## config.mk

```make
export PLATFORM = sky130hd
export DESIGN_NAME = intc_vec_top
export DESIGN_NICKNAME = d
export VERILOG_FILES = /design/src/rtl/intc_vec_pkg.sv /design/src/rtl/intc_bank.sv /design/src/rtl/intc_prio.sv /design/src/rtl/intc_vec_top.sv
export SDC_FILE = /design/constraint.sdc
export NUM_CORES = 1
export LEC_CHECK = 0
export BUFFER_PORTS_ARGS = -buffer_cell sky130_fd_sc_hd__buf_2
export CORE_MARGIN = 5
export CORE_UTILIZATION = 45
export CTS_BUF_LIST = sky130_fd_sc_hd__clkbuf_8
export DETAILED_ROUTE_END_ITERATION = 10
export GPL_ROUTABILITY_DRIVEN = 0
export HOLD_SLACK_MARGIN = 0.06
export PLACE_DENSITY = 0.72
export SLEW_MARGIN = 20
export SYNTH_ARGS = -nofsm -noshare
export SYNTH_HDL_FRONTEND = slang
export SYNTH_HIERARCHICAL = 1
export SYNTH_SLANG_ARGS = --single-unit
```

## constraint.sdc

```tcl
create_clock -name clk -period 7.5 [get_ports clk]
set_input_delay 0 -clock clk [delete_from_list [all_inputs] [get_ports clk]]
set_output_delay 0 -clock clk [all_outputs]
set_load 0.02 [all_outputs]
```

## src/rtl/intc_vec_pkg.sv

```systemverilog
package intc_vec_pkg;
    localparam int BANK_W_DEF = 32;
    localparam int BANKS_DEF  = 3;
    localparam int EXT_W_DEF  = 2;
    // word-index offsets (byte offset / 4)
    localparam int W_VEC   = 0;
    localparam int W_PROT  = 2;
    localparam int W_EXT   = 3;
    localparam int W_PEND  = 4;
    localparam int W_FAST  = 8;
    localparam int W_EN    = 16;
    localparam int W_MASK  = 20;
endpackage

```

## src/rtl/intc_bank.sv

```systemverilog
module intc_bank #(
    parameter int W = 32
) (
    input  logic         clk,
    input  logic         rst_n,
    input  logic [W-1:0] src_i,
    input  logic         wr_pend,
    input  logic         wr_en,
    input  logic         wr_mask,
    input  logic [W-1:0] wdata,
    output logic [W-1:0] pend_o,
    output logic [W-1:0] en_o,
    output logic [W-1:0] mask_o,
    output logic [W-1:0] act_o
);
    logic [W-1:0] src_q, pend_q, en_q, mask_q;
    logic [W-1:0] rise, clr;

    assign rise = src_i & ~src_q;
    assign clr  = wr_pend ? wdata : '0;

    always_ff @(posedge clk or negedge rst_n) begin
        if (!rst_n) begin
            src_q  <= '0;
            pend_q <= '0;
            en_q   <= '0;
            mask_q <= '0;
        end else begin
            src_q  <= src_i;
            pend_q <= (pend_q & ~clr) | rise;
            if (wr_en)   en_q   <= wdata;
            if (wr_mask) mask_q <= wdata;
        end
    end

    assign pend_o = pend_q;
    assign en_o   = en_q;
    assign mask_o = mask_q;
    assign act_o  = pend_q & en_q & ~mask_q;

    // a rising source is never lost, even against a clear
    a_r8_set_wins: assert property (@(posedge clk) disable iff (!rst_n)
        (rise != '0) |=> ((pend_q & $past(rise)) == $past(rise)));

    // cleared bits without a new edge are low afterwards
    a_r3_w1c: assert property (@(posedge clk) disable iff (!rst_n)
        wr_pend |=> ((pend_q & $past(wdata & ~rise)) == '0));
endmodule

```

## src/rtl/intc_prio.sv

```systemverilog
module intc_prio #(
    parameter int N = 96,
    localparam int IW = $clog2(N)
) (
    input  logic          clk,
    input  logic          rst_n,
    input  logic [N-1:0]  act_i,
    output logic          found_o,
    output logic [IW-1:0] idx_o
);
    always_comb begin
        found_o = 1'b0;
        idx_o   = '0;
        for (int i = N - 1; i >= 0; i--) begin
            if (act_i[i]) begin
                found_o = 1'b1;
                idx_o   = IW'(i);
            end
        end
    end

    // winner is active and nothing lower-numbered is active
    a_r6_lowest: assert property (@(posedge clk) disable iff (!rst_n)
        found_o |-> (act_i[idx_o] &&
                     ((act_i & ((N'(1) << idx_o) - N'(1))) == '0)));

    // no winner only when nothing is active
    a_r7_idle: assert property (@(posedge clk) disable iff (!rst_n)
        !found_o |-> (act_i == '0));
endmodule

```

## src/rtl/intc_vec_top.sv

```systemverilog
module intc_vec_top
    import intc_vec_pkg::*;
#(
    parameter int BANKS  = BANKS_DEF,
    parameter int BANK_W = BANK_W_DEF,
    parameter int EXT_W  = EXT_W_DEF,
    parameter int ADDR_W = 8,
    localparam int NSRC  = BANKS * BANK_W,
    localparam int IW    = $clog2(NSRC),
    localparam int WA    = ADDR_W - 2
) (
    input  logic              clk,
    input  logic              rst_n,
    input  logic [NSRC-1:0]   src_i,
    input  logic [ADDR_W-1:0] bus_addr,
    input  logic              bus_wr,
    input  logic [BANK_W-1:0] bus_wdata,
    input  logic              bus_priv,
    output logic [BANK_W-1:0] bus_rdata,
    output logic              irq_o
);
    logic [WA-1:0]      word;
    logic               wr_ok;
    logic               prot_q;
    logic [EXT_W-1:0]   ext_q;
    logic [NSRC-1:0]    pend_all, en_all, mask_all, act_all;
    logic               found;
    logic [IW-1:0]      win;

    assign word  = bus_addr[ADDR_W-1:2];
    assign wr_ok = bus_wr & (~prot_q | bus_priv);

    for (genvar b = 0; b < BANKS; b++) begin : g_bank
        logic [BANK_W-1:0] p, e, m, a;
        intc_bank #(.W(BANK_W)) u_bank (
            .clk     (clk),
            .rst_n   (rst_n),
            .src_i   (src_i[b*BANK_W +: BANK_W]),
            .wr_pend (wr_ok && (int'(word) == W_PEND + b)),
            .wr_en   (wr_ok && (int'(word) == W_EN + b)),
            .wr_mask (wr_ok && (int'(word) == W_MASK + b)),
            .wdata   (bus_wdata),
            .pend_o  (p),
            .en_o    (e),
            .mask_o  (m),
            .act_o   (a)
        );
        assign pend_all[b*BANK_W +: BANK_W] = p;
        assign en_all[b*BANK_W +: BANK_W]   = e;
        assign mask_all[b*BANK_W +: BANK_W] = m;
        assign act_all[b*BANK_W +: BANK_W]  = a;
    end

    intc_prio #(.N(NSRC)) u_prio (
        .clk     (clk),
        .rst_n   (rst_n),
        .act_i   (act_all),
        .found_o (found),
        .idx_o   (win)
    );

    always_ff @(posedge clk or negedge rst_n) begin
        if (!rst_n) begin
            prot_q <= 1'b0;
            ext_q  <= '0;
        end else if (wr_ok) begin
            if (int'(word) == W_PROT) prot_q <= bus_wdata[0];
            if (int'(word) == W_EXT)  ext_q  <= bus_wdata[EXT_W-1:0];
        end
    end

    assign irq_o = found;

    always_comb begin
        bus_rdata = '0;
        if (int'(word) == W_VEC)  bus_rdata = BANK_W'(found ? win : '0) << 2;
        if (int'(word) == W_PROT) bus_rdata = BANK_W'(prot_q);
        if (int'(word) == W_EXT)  bus_rdata = BANK_W'(ext_q);
        for (int b = 0; b < BANKS; b++) begin
            if (int'(word) == W_PEND + b) bus_rdata = pend_all[b*BANK_W +: BANK_W];
            if (int'(word) == W_EN + b)   bus_rdata = en_all[b*BANK_W +: BANK_W];
            if (int'(word) == W_MASK + b) bus_rdata = mask_all[b*BANK_W +: BANK_W];
        end
    end

    // a raised request points at a pending, enabled, unmasked source
    a_r4_irq_source: assert property (@(posedge clk) disable iff (!rst_n)
        irq_o |-> (pend_all[win] && en_all[win] && !mask_all[win]));

    // an unprivileged write under protection changes no control state
    a_r9_prot_block: assert property (@(posedge clk) disable iff (!rst_n)
        (bus_wr && prot_q && !bus_priv) |=>
            ($stable(en_all) && $stable(mask_all) && $stable(prot_q) && $stable(ext_q)));
endmodule

```

# Yosys cells after proc, flatten, opt, wreduce, memory -nomap -nowiden
# Cells that the tools add are included.
# word_totals
reg_bits,387
inputBits,140
output_inout_bits,33
wordCells,272
# classes
eq_ne,11
mux,208
n_bitwise,27
n_reduce_logical,12
# op_table
cell,n
7-bit 2-to-1 mux,97
32-bit 2-to-1 mux,14
32-bit AND,12
32-bit NOT,9
1-bit 2-to-1 mux,96
32-bit bitwise OR,3
6-bit equality test (second input constant),6
6-bit by 4-bit equality test with 1-bit output (second input constant),3
6-bit by 3-bit equality test with 1-bit output (second input constant),2
1-bit logical AND,9
9-bit 2-to-1 mux,1
6-bit logical NOT,1
2-bit AND reduction,2
1-bit AND,1
1-bit NOT,1
1-bit bitwise OR,1

# Longest topological paths before layout
# Gate-level depths: netlist of run 1.
# depth
depth_word,111
depth_mapped,12
depth_no_buf,11

# By module
# The synthesis of run 1 kept the hierarchy.
# by_module_without_submodules
mod,instances,cells_per_inst,area_each_um2,seq_area_each_um2
intc_bank,3,363,5074.9,3203.1
intc_vec_top,1,364,2488.6,75.1
intc_prio,1,225,1241.2,0.0

# Worst setup path after synthesis of run 1
# No wires, ideal clock.
# synth_path
path_kind,register to output
start,reg g_bank[2].u_bank.pend_q[27]
end,out bus_rdata[8]
arrival_ns,2.774
t_required_ns,7.500
path_slack_ns,4.726
path_stages_with_launch,12
path_buffers,1
path_cell_list,dfrtp_1 nand2_1 nor2_1 or4_1 nand2b_1 nor4_1 nand3_1 and3_1 clkbuf_1 a221oi_1 o2111ai_1 a22o_1
# synth_between
elab_chain_len,107
elab_cells_between_ends,199
cone_classes,mux: 197; bitwise: 2
# synth_lines
element,line_no,rtl
"start, declared",intc_bank.sv:16,"logic [W-1:0] src_q, pend_q, en_q, mask_q;"
"start signal, assigned",intc_bank.sv:30,pend_q <= (pend_q & ~clr) | rise;
32-bit AND (2 in series),intc_bank.sv:39,assign act_o = pend_q & en_q & ~mask_q;
named net g_bank[2].a[27],intc_vec_top.sv:34,"logic [BANK_W-1:0] p, e, m, a;"
1-bit 2-to-1 mux (92 in series),intc_prio.sv:15,if (act_i[i]) begin
named net irq_o,intc_vec_top.sv:20,output logic irq_o
7-bit 2-to-1 mux,intc_vec_top.sv:76,if (int'(word) == W_VEC) bus_rdata = BANK_W'(found ? win : '0) << 2;
9-bit 2-to-1 mux,intc_vec_top.sv:76,
32-bit 2-to-1 mux,intc_vec_top.sv:77,if (int'(word) == W_PROT) bus_rdata = BANK_W'(prot_q);
32-bit 2-to-1 mux,intc_vec_top.sv:78,if (int'(word) == W_EXT) bus_rdata = BANK_W'(ext_q);
32-bit 2-to-1 mux,intc_vec_top.sv:80,if (int'(word) == W_PEND + b) bus_rdata = pend_all[b*BANK_W +: BANK_W];
32-bit 2-to-1 mux,intc_vec_top.sv:81,if (int'(word) == W_EN + b) bus_rdata = en_all[b*BANK_W +: BANK_W];
32-bit 2-to-1 mux,intc_vec_top.sv:82,if (int'(word) == W_MASK + b) bus_rdata = mask_all[b*BANK_W +: BANK_W];
32-bit 2-to-1 mux,intc_vec_top.sv:80,
32-bit 2-to-1 mux,intc_vec_top.sv:81,
32-bit 2-to-1 mux,intc_vec_top.sv:82,
32-bit 2-to-1 mux,intc_vec_top.sv:80,
32-bit 2-to-1 mux,intc_vec_top.sv:81,
32-bit 2-to-1 mux,intc_vec_top.sv:82,
"end, declared",intc_vec_top.sv:19,"output logic [BANK_W-1:0] bus_rdata,"
# The timed path passes the listed nets, and every way through them passes these cells.

# Final worst setup path of run 1
# layout_path
start,reg g_bank[2].u_bank.pend_q[23]
end,out bus_rdata[8]
# layout_between
elab_chain_len,103
elab_cells_between_ends,191
cone_classes,mux: 189; bitwise: 2
# layout_lines
element,line_no
32-bit AND (*) (2 in series),intc_bank.sv:39
named net g_bank[2].a[23],intc_vec_top.sv:34
7-bit 2-to-1 mux / 1-bit 2-to-1 mux (equally long branches) (88 in series),intc_prio.sv:15
7-bit 2-to-1 mux (*),intc_vec_top.sv:76
9-bit 2-to-1 mux (*),intc_vec_top.sv:76
32-bit 2-to-1 mux (*),intc_vec_top.sv:77
32-bit 2-to-1 mux (*),intc_vec_top.sv:78
32-bit 2-to-1 mux (*),intc_vec_top.sv:80
32-bit 2-to-1 mux (*),intc_vec_top.sv:81
32-bit 2-to-1 mux (*),intc_vec_top.sv:82
32-bit 2-to-1 mux (*),intc_vec_top.sv:80
32-bit 2-to-1 mux (*),intc_vec_top.sv:81
32-bit 2-to-1 mux (*),intc_vec_top.sv:82
32-bit 2-to-1 mux (*),intc_vec_top.sv:80
32-bit 2-to-1 mux (*),intc_vec_top.sv:81
32-bit 2-to-1 mux (*),intc_vec_top.sv:82
# The timed path passes the listed nets; every way through them passes the cells marked *.

==> flow_summary_export.csv, run 1 <==
group,metric,value,unit
worst_setup_path,crit_path_start_kind,"register",
place,io_buffers,170,
cells_and_area,area_growth,24.6,%
clock_tree,clockBufferDepth,3,
floorplanning,die_h,215,um
floorplanning,ios,173,
yosys,syn_avg_cell_area,11.3,um^2
cells_and_area,fillers,3457,
power,ir_drop,129,uV
power,pwr-share-seq,0.453,
route,drt-total-wl,59.4,mm
timing,slew_headroom,0.282,
status,status,"complete, no violations",
route,drt_pass1_iterations,5,
place,dp_hpwl,38.1,mm
worst_setup_path,path_max_fanout,7,
yosys,synth-seq-area-share,0.511,
worst_setup_path,worstPathArrival,4.20,ns
power,power_switching,1.54,mW
yosys,synth_ff_type,"dfrtp_1",
clock_tree,insertion_delay,0.62,ns
global_routing,grt-ovfl-total,0,
route,ant_nets,0,
yosys,synthArstFlopShare,1.00,
yosys,yosys_warnings,6,
timing,max_clock_freq,0.238,GHz
timing,hold_viol,0,
power,p_total,5.29,mW
power,internal_power,3.75,mW
yosys,netlist_area,19000,um^2
power,netSwitchingFraction,0.291,
min_path,hold_class,"primary input to asynchronous set/reset pin",
worst_setup_path,worst_setup_path_end_kind,"primary output",
timing,tns,0,ns
yosys,syn_inst,1678,
global_routing,grt_max_degree,182,
yosys,ys_seq_elements,387,
route,drc,0,
yosys,synth_fp_nets,1818,
clock_tree,cts.repair.resized,0,
floorplanning,dieArea,46300,um^2
route,wire_per_inst,22.2,um
power,pwr-share-clk,0.362,
global_routing,antenna_found_initial,0,
cells_and_area,drive_above_1_share,0.244,
cells_and_area,regArea,9680,um^2
timing,rsz0062_at_grt,"no",
route,via_count,15400,
clock_tree,htree_levels,3,
timing,finalCritPeriodShare,0.560,
timing,final_max_slew_viol_count,0,
global_routing,grt_pass1_wl,92.7,mm
cells_and_area,multi_input_area,8230,um^2
clock_tree,cts-root-buf,"clkbuf_8",
worst_setup_path,worstSetupPathType,"register to primary output",
worst_setup_path,cp.required,7.50,ns
yosys,yosysUniqueCellTypes,69,
run,maxCapViolCount,0,
yosys,synth_enable_flop_cells,0,
clock_tree,cts_tree,"done",
clock_tree,numCtsBuffers,67,
clock_tree,clk_pin_slew,0.06,ns
power,power_density,224,nW/um^2
power,pwr-share-comb,0.185,
timing,fin_hold_ws,0.0702,ns
floorplanning,core,41900,um^2
timing,final-setup-viol-count,0,
timing,fin_worst_skew,0.0199,ns
cells_and_area,diodes,0,
route,drtIter0Drc,1607,
timing,worst_pin_slew,1.08,ns
floorplanning,start_util,0.453,
cells_and_area,nNetsFinal,2227,
global_routing,grtUsageTotal,0.252,
route,viasPerCell,5.74,
floorplanning,die_w,215,um
power,leakagePower,11.1,nW
global_routing,grt_pass1_vias,16000,
clock_tree,clock-sinks,387,
timing,period_needed,4.20,ns
floorplanning,rows,75,
## power by group through the flow
| stage | clock network, mW | registers, mW | logic, mW |
|---|---|---|---|
| finish | 1.92 | 2.40 | 0.978 |
| global route | 2.06 | 2.42 | 1.05 |
| CTS | 1.95 | 2.39 | 0.954 |
| detailed placement | 0 | 2.42 | 0.859 |
| global placement | 0 | 2.42 | 0.840 |
| floorplan | 0 | 2.39 | 0.579 |
## stage by stage
| stage | utilization | setup WS (ns) | instances | cell area (um^2) |
|---|---|---|---|---|
| floorplan | - | 4.73 | 1678 | 19000 |
| global placement | 0.479 | 4.18 | 2335 | 20100 |
| detailed placement | 0.479 | 4.22 | 2335 | 20100 |
| finish | 0.564 | 3.30 | 2678 | 23600 |
| global route | 0.564 | 3.24 | 2678 | 23600 |
| CTS | 0.564 | 3.53 | 2678 | 23600 |
## placed cells by master (no fill, tap or decap), types with 6 or more instances in the layout
cell type and n:
dfrtp_1 387, nand2_1 254, dlygate4sd3_1 222, mux2_4 180, buf_2 169, nor2_1 157, inv_1 142, a22o_1 104
clkbuf_8 86, o22ai_1 47, a21oi_1 46, o21ai_0 32, nor4_1 32, a221oi_1 23, o211a_1 22, buf_4 19
nor3_1 17, o211ai_1 14, mux2_2 14, o2111ai_1 11, o221ai_1 10, a221oi_2 10, o211ai_2 10, o31ai_1 9
nor2b_1 8, nand2b_1 8, nand3_1 7, a22oi_1 6, a31oi_1 6, nor2_4 6
## area by class of cell
cell class              count  share of cell area
flip-flops and latches    387               0.410
clock inverters            35             0.00657
clock buffers              86              0.0501
inverters                 115              0.0183
well taps                 539              0.0286
multi-input cells        1103               0.348
repair buffers            413               0.138
## flip-flops by register name, summed over array words and instances (netlist names)
signal	count
prot_q	1
g_bank.u_bank/mask_o	96
g_bank.u_bank/en_o	96
ext_q	2
g_bank.u_bank/src_q	96
g_bank.u_bank/pend_o	96
## cells in the mapped netlist, drive strengths merged (7+ instances only)
cell type | number | area share
nand2b | 8 | 0.0026
clkbuf | 23 | 0.0046
o221ai | 10 | 0.0046
nor4 | 33 | 0.011
o211a | 22 | 0.012
inv | 115 | 0.023
o21ai | 36 | 0.0095
o22ai | 47 | 0.016
mux2 | 194 | 0.15
nand2 | 257 | 0.051
nor2 | 167 | 0.033
o2111ai | 11 | 0.0051
o31ai | 9 | 0.0036
a21oi | 47 | 0.013
o211ai | 24 | 0.012
buf | 50 | 0.032
a221oi | 33 | 0.019
nor3 | 18 | 0.0053
nor2b | 8 | 0.0026
nand3 | 7 | 0.0018
a22o | 104 | 0.048
dfrtp | 387 | 0.51
## critical path, cell delays in order, from the launching register on
cell,delay [ns]
dfrtp_1,0.43
nand2_1,0.09
nor2_1,0.08
nor4_1,0.61
nand2_1,0.17
nor4_1,0.66
nand3_1,0.31
and3_1,0.34
a221oi_1,0.33
o2111ai_1,0.17
a22o_1,0.23
buf_2,0.16
## cells by family after synthesis
family                    after synthesis  synth area share
AOI/OAI and AO/OA                     384             0.160
xor gates and xnor gates                1          0.000462
buffers and inverters                 188            0.0595
DFF                                   387             0.511
muxes                                 194             0.151
and+or+nand+nor                       524             0.119
## routing by layer
| metal | vias up | global-route usage | part of all wire |
|---|---|---|---|
| li1 | 6844 | - | - |
| met5 | - | 0 | 0 |
| met1 | 7656 | 0.335 | 0.42 |
| met3 | 161 | 0.0438 | 0.075 |
| met2 | 717 | 0.411 | 0.47 |
| met4 | 0 | 0.104 | 0.037 |
## what timing repair did
| item | 4_1_cts | 5_1_grt |
|---|---|---|
| hold buffers | 222 | 0 |
| endpoints found under the hold margin | 507 | 0 |
| setup buffers | 0 | 0 |
## worst paths after layout
kind / startpoint / to / slack, ns / cells past startpoint
max reg2reg: prot_q$_DFFE_PN0P_ / g_bank[0].u_bank/mask_o[0]$_DFFE_PN0P_ / 4.91 / 5
min in group clk: src_i[67] / g_bank[2].u_bank/src_q[3]$_DFF_PN0_ / 0.08 / 2
min: rst_n / g_bank[1].u_bank/pend_o[17]$_DFF_PN0_ / 0.07 / 2
max: g_bank[2].u_bank/pend_o[23]$_DFF_PN0_ / bus_rdata[8] / 3.30 / 11
min reg2reg: ext_q[0]$_DFFE_PN0P_ / ext_q[0]$_DFFE_PN0P_ / 0.51 / 1
max in group asynchronous: rst_n / g_bank[2].u_bank/src_q[6]$_DFF_PN0_ / 5.84 / 3
Note: power is estimated with default switching activity, not from simulation.
==> run 2, diff against run 1 <==
==> constraint.sdc (replaced) <==
create_clock -name clk -period 4.25 [get_ports clk]
set_input_delay 0 -clock clk [delete_from_list [all_inputs] [get_ports clk]]
set_output_delay 0 -clock clk [all_outputs]
set_load 0.02 [all_outputs]
==> run 2 against run 1 <==
Power rose by 80%. Setup slack worse by 3.1 ns. Combinational power increased by 78%. Via count increased by 1.9%. Sequential power grew 76%. Worst hold slack about the same. Core utilization up 0.44 points. Clock power increased by 85%. Critical path type unchanged. Critical endpoint unchanged. Largest power group unchanged.
==> flow_summary_export.csv, run 2 (synthesized netlist as in run 1, its figures left out) <==
group,metric,value,unit
clock_tree,htree_levels,3,
place,dp_slack,1.00,ns
cells_and_area,nNetsFinal,2235,
clock_tree,insertion_delay,0.61,ns
worst_setup_path,critPathMaxStageDelay,0.69,ns
timing,hold_viol,0,
min_path,hold_class,"primary input to asynchronous set/reset pin",
run,maxCapViolCount,0,
clock_tree,clk_pin_slew,0.06,ns
cells_and_area,drive_above_1_share,0.248,
worst_setup_path,cp.required,4.25,ns
worst_setup_path,rrSetupSlack,1.65,ns
timing,fin_hold_ws,0.0698,ns
worst_setup_path,path_max_fanout,7,
floorplanning,start_util,0.453,
worst_setup_path,critPathBufInv,1,
route,ant_nets,0,
timing,fin_worst_skew,0.0296,ns
route,wire_per_inst,22.4,um
worst_setup_path,crit_path_start_kind,"register",
timing,worst_pin_slew,1.06,ns
worst_setup_path,worstSetupPathType,"register to primary output",
floorplanning,core,41900,um^2
route,via_count,15700,
power,leakagePower,11.2,nW
route,drtIter0Drc,1510,
status,status,"complete, no violations",
cells_and_area,final_cell_area,23800,um^2
global_routing,grtUsageTotal,0.253,
route,drt_pass1_iterations,8,
clock_tree,postCtsSetupBuffers,0,
timing,finalCritPeriodShare,0.950,
floorplanning,rows,75,
worst_setup_path,worstPathArrival,4.04,ns
floorplanning,die_h,215,um
timing,worst_slack,0.211,ns
global_routing,grt_pass1_vias,16100,
global_routing,grt_pass1_wl,93.1,mm
power,power_density,400,nW/um^2
clock_tree,numCtsBuffers,67,
cells_and_area,layout_common_cells,"dfrtp_1 (387), nand2_1 (257), dlygate4sd3_1 (222)",
global_routing,grt-ovfl-total,0,
timing,period_needed,4.04,ns
place,post_dp_cell_area,20200,um^2
worst_setup_path,cp_cell_sequence,"nand2_1 -> nor2_1 -> nor4_1 -> nand2_1 -> nor4_1 -> nand3_1 -> and3_1 -> a221oi_1 -> o2111ai_1 -> a22o_1 -> buf_2",
timing,slew_headroom,0.293,
timing,final_max_slew_viol_count,0,
floorplanning,ios,173,
timing,max_clock_freq,0.248,GHz
power,p_total,9.51,mW
worst_setup_path,cp_slowest_cell,"nor4_1",
global_routing,grt_max_degree,105,
place,dp_hpwl,38.5,mm
clock_tree,cts-root-buf,"clkbuf_8",
power,ir_drop,209,uV
timing,tns,0,ns
place,io_buffers,170,
timing,final-setup-viol-count,0,
route,viasPerCell,5.85,
cells_and_area,area_growth,25.6,%
floorplanning,dieArea,46300,um^2
clock_tree,cts_tree,"done",
worst_setup_path,worst_setup_path_end_kind,"primary output",
floorplanning,die_w,215,um
cells_and_area,layout_commonest_cell,"dfrtp_1",
worst_setup_path,path_delay_family,"simple AND/OR/NAND/NOR gates",
global_routing,antenna_found_initial,0,
timing,rsz0062_at_grt,"no",
route,drc,0,
route,drt-total-wl,59.9,mm
clock_tree,clock-sinks,387,
clock_tree,clockBufferDepth,3,
-- run 2: layout make-up --
type / count / area, um^2
antenna: 1 / 2.50
clock buffer: 87 / 1200
clock inverter: 25 / 184
fill: 3465 / 18100
inverter: 115 / 432
multi-input combinational: 1103 / 8230
sequential: 387 / 9680
tap: 539 / 674
timing repair buffer: 421 / 3400
-- run 2: worst paths after layout --
kind	cells after the start	end	from
worst max-delay path	11	bus_rdata[8]	g_bank[2].u_bank/pend_o[23]$_DFF_PN0_
worst min-delay path	3	g_bank[2].u_bank/pend_o[15]$_DFF_PN0_	rst_n
worst max register to register	5	g_bank[1].u_bank/mask_o[0]$_DFFE_PN0P_	prot_q$_DFFE_PN0P_
worst min register to register	1	ext_q[0]$_DFFE_PN0P_	ext_q[0]$_DFFE_PN0P_
max in group asynchronous	3	g_bank[1].u_bank/mask_o[23]$_DFFE_PN0P_	rst_n
min in group clk	2	g_bank[1].u_bank/src_q[17]$_DFF_PN0_	src_i[49]
-- run 2: repair_timing --
item                                   4_1_cts  5_1_grt
setup endpoints to repair                    0        6
hold buffers                               223        0
gates resized for setup                      0        1
endpoints found under the hold margin      582        0
-- run 2: layer usage --
layer / global-route usage / share of wire / vias up
li1: - / - / 6857
met5: 0 / 0 / -
met1: 0.343 / 0.42 / 7814
met4: 0.105 / 0.041 / 0
met2: 0.404 / 0.46 / 807
met3: 0.0463 / 0.079 / 188
-- run 2: per-stage QoR --
| stage | instances | utilization |
|---|---|---|
| 6_report | 2678 | 0.569 |
| 5_1_grt | 2677 | 0.569 |
| 4_1_cts | 2677 | 0.568 |
| 3_5_place_dp | 2342 | 0.482 |
| 3_3_place_gp | 2342 | 0.482 |
| 2_1_floorplan | 1678 | - |
-- run 2: worst register-to-register path, delay by kind of cell, from the launching register on --
kind	cells	cell delay, ns
AOI/OAI and AO/OA	1	0.29
muxes	1	0.37
and+or+nand+nor	1	0.88
buffers and inverters	2	0.57
DFF	1	0.37
-- run 2: report_power, final --
group | internal, mW | leakage, nW | switching, mW
registers | 3.99 | 4.56 | 0.240
clock network | 2.01 | 0.777 | 1.54
logic | 0.819 | 5.83 | 0.918
==> run 3, diff against run 2 <==
--- a/config.mk
+++ b/config.mk
@@ -7,12 +7,12 @@
 export LEC_CHECK = 0
 export BUFFER_PORTS_ARGS = -buffer_cell sky130_fd_sc_hd__buf_2
 export CORE_MARGIN = 5
-export CORE_UTILIZATION = 45
+export CORE_UTILIZATION = 30
 export CTS_BUF_LIST = sky130_fd_sc_hd__clkbuf_8
 export DETAILED_ROUTE_END_ITERATION = 10
 export GPL_ROUTABILITY_DRIVEN = 0
 export HOLD_SLACK_MARGIN = 0.06
-export PLACE_DENSITY = 0.72
+export PLACE_DENSITY = 0.55
 export SLEW_MARGIN = 20
 export SYNTH_ARGS = -nofsm -noshare
 export SYNTH_HDL_FRONTEND = slang
==> run 3 against run 2 <==
Maximum frequency down 0.61%. Flip-flop and latch count is the same. Design area increased by 3.3%. Power increased by 6.5%. Die area rose by 47%. Global-route usage decreased by 6.6 points. Worst hold slack better by 0.046 ns. Critical path depth unchanged. Clock skew shrank 0.0061 ns. Final cell count grew 12%. Register-to-register slack improved by 0.14 ns. Largest cell class unchanged.
==> flow_summary_export.csv, run 3 (synthesized netlist as in run 1, its figures left out) <==
group,metric,value,unit
timing,fin_worst_skew,0.0234,ns
route,via_count,15100,
timing,final-setup-viol-count,0,
min_path,whs_path_depth,5,
worst_setup_path,worstPathArrival,4.06,ns
worst_setup_path,cp.required,4.25,ns
floorplanning,die_w,261,um
route,drt-total-wl,65.0,mm
timing,fin_hold_ws,0.116,ns
timing,tns,0,ns
min_path,holdPathEnd,"g_bank[2].u_bank/mask_o[1]$_DFFE_PN0P_",
cells_and_area,layout_common_cells,"dfrtp_1 (387), nand2_1 (256), dlygate4sd3_1 (233)",
cells_and_area,final_util,0.391,
worst_setup_path,reg2reg_from,"prot_q$_DFFE_PN0P_",
timing,worst_pin_slew,0.985,ns
worst_setup_path,rrSetupSlack,1.79,ns
timing,slew_headroom,0.340,
cells_and_area,nNetsFinal,2254,
power,pwr-share-clk,0.409,
place,io_buffers,170,
min_path,hold_class,"primary input to register",
power,netSwitchingFraction,0.279,
status,status,"complete, no violations",
global_routing,grt_pass1_vias,15500,
clock_tree,clk_pin_slew,0.06,ns
global_routing,grt_pass1_wl,98.0,mm
power,pwr-share-seq,0.417,
clock_tree,cts-root-buf,"clkbuf_8",
power,power_switching,2.83,mW
clock_tree,cts_tree,"done",
worst_setup_path,path_max_fanout,7,
route,drt_pass1_iterations,5,
global_routing,antenna_found_initial,3,
worst_setup_path,worstSetupPathType,"register to primary output",
global_routing,grt-ovfl-total,0,
timing,finalCritPeriodShare,0.956,
route,drc,0,
worst_setup_path,worst_setup_path_end_kind,"primary output",
cells_and_area,layout_commonest_cell,"dfrtp_1",
worst_setup_path,r2r_cells,6,
clock_tree,clockBufferDepth,3,
power,p_total,10.1,mW
clock_tree,clock-sinks,387,
power,power_density,412,nW/um^2
floorplanning,start_util,0.302,
cells_and_area,area_growth,29.8,%
power,leakagePower,11.3,nW
floorplanning,core,62900,um^2
cells_and_area,fin_cells,3012,
power,pwr-share-comb,0.174,
route,ant_nets,0,
clock_tree,numCtsBuffers,71,
timing,period_needed,4.06,ns
worst_setup_path,crit_path_start_kind,"register",
floorplanning,dieArea,68300,um^2
timing,rsz0062_at_grt,"no",
min_path,hold_start,"bus_priv",
clock_tree,postCtsSetupBuffers,0,
power,ir_drop,192,uV
floorplanning,ios,173,
cells_and_area,drive_above_1_share,0.255,
route,wire_per_inst,21.6,um
place,placedCellCount,2652,
clock_tree,insertion_delay,0.66,ns
clock_tree,htree_levels,3,
power,internal_power,7.30,mW
place,dp_hpwl,43.2,mm
floorplanning,die_h,261,um
route,viasPerCell,5.02,
timing,max_clock_freq,0.246,GHz
worst_setup_path,r2r-end,"g_bank[1].u_bank/en_o[0]$_DFFE_PN0P_",
global_routing,grt_max_degree,121,
route,drtIter0Drc,1054,
global_routing,grtUsageTotal,0.187,
timing,hold_viol,0,
floorplanning,rows,92,
timing,final_max_slew_viol_count,0,
run,maxCapViolCount,0,
[run 3: changes by cell type in the layout (fill, tap and decap cells not counted), sizes merged]
cell | previous run | this run
clkinvlp | 0 | 2
clkbuf | 87 | 91
clkinv | 5 | 7
dlygate4sd3 | 222 | 233
bufinv | 3 | 9
inv | 132 | 130
buf | 199 | 203
[run 3: worst max-delay path by stage]
| stage | start | endpoint | slack, ns | cells after the start |
|---|---|---|---|---|
| 2_1_floorplan | g_bank[2].u_bank/pend_o[27]$_DFF_PN0_ | bus_rdata[8] | 1.48 | 11 |
| 3_3_place_gp | g_bank[1].u_bank/pend_o[11]$_DFF_PN0_ | bus_rdata[7] | 0.93 | 11 |
| 3_5_place_dp | g_bank[1].u_bank/pend_o[10]$_DFF_PN0_ | bus_rdata[7] | 0.90 | 11 |
| 4_1_cts | g_bank[1].u_bank/pend_o[11]$_DFF_PN0_ | bus_rdata[7] | 0.12 | 11 |
| 5_1_grt | g_bank[2].u_bank/pend_o[23]$_DFF_PN0_ | bus_rdata[2] | 0.02 | 11 |
| 6_report | g_bank[2].u_bank/pend_o[26]$_DFF_PN0_ | bus_rdata[7] | 0.19 | 11 |
[run 3: area by class of cell]
cell class / instances / area (um^2)
antenna: 1 / 2.50
clock buffer: 91 / 1250
clock inverter: 33 / 399
fill: 6171 / 38300
inverter: 115 / 432
multi-input combinational: 1103 / 8240
sequential: 387 / 9680
tap: 846 / 1060
timing repair buffer: 436 / 3530
[run 3: layer usage]
layer | track usage | vias to the layer above | wire length, um
li1 | - | 6893 | -
met1 | 0.252 | 7594 | 28900
met2 | 0.302 | 533 | 30700
met3 | 0.0342 | 103 | 3630
met4 | 0.0688 | 2 | 1850
met5 | 0 | - | 9
[run 3: repair_timing]
item | 4_1_cts | 5_1_grt
endpoints found under the setup margin | 0 | 5
hold endpoints to repair | 542 | 0
hold buffers | 234 | 0
gates resized for setup | 0 | 1
[run 3: per-stage QoR]
stage / instance area (um^2) / setup WS [ns]
5_1_grt: 24600 / 0.0201
3_5_place_dp: 20500 / 0.898
4_1_cts: 24600 / 0.124
2_1_floorplan: 19000 / 1.48
3_3_place_gp: 20500 / 0.930
6_report: 24600 / 0.186
[run 3: power groups by stage]
stage	clock (mW)	sequential (mW)	combinational, mW
after floorplan	0	4.21	1.02
after global placement	0	4.27	1.54
after detailed placement	0	4.28	1.57
after CTS	4.25	4.22	1.76
after global routing	4.42	4.26	1.91
final	4.14	4.23	1.76
[run 3: worst max-delay path, cell delays in order (launching register included)]
cell	delay [ns]
dfrtp_1	0.40
nand2_1	0.08
nor2_1	0.09
or4_1	0.57
nand2b_1	0.21
nor4_1	0.46
nand3_1	0.25
and3_1	0.35
a221oi_1	0.36
o2111ai_1	0.22
a22o_1	0.25
buf_2	0.16
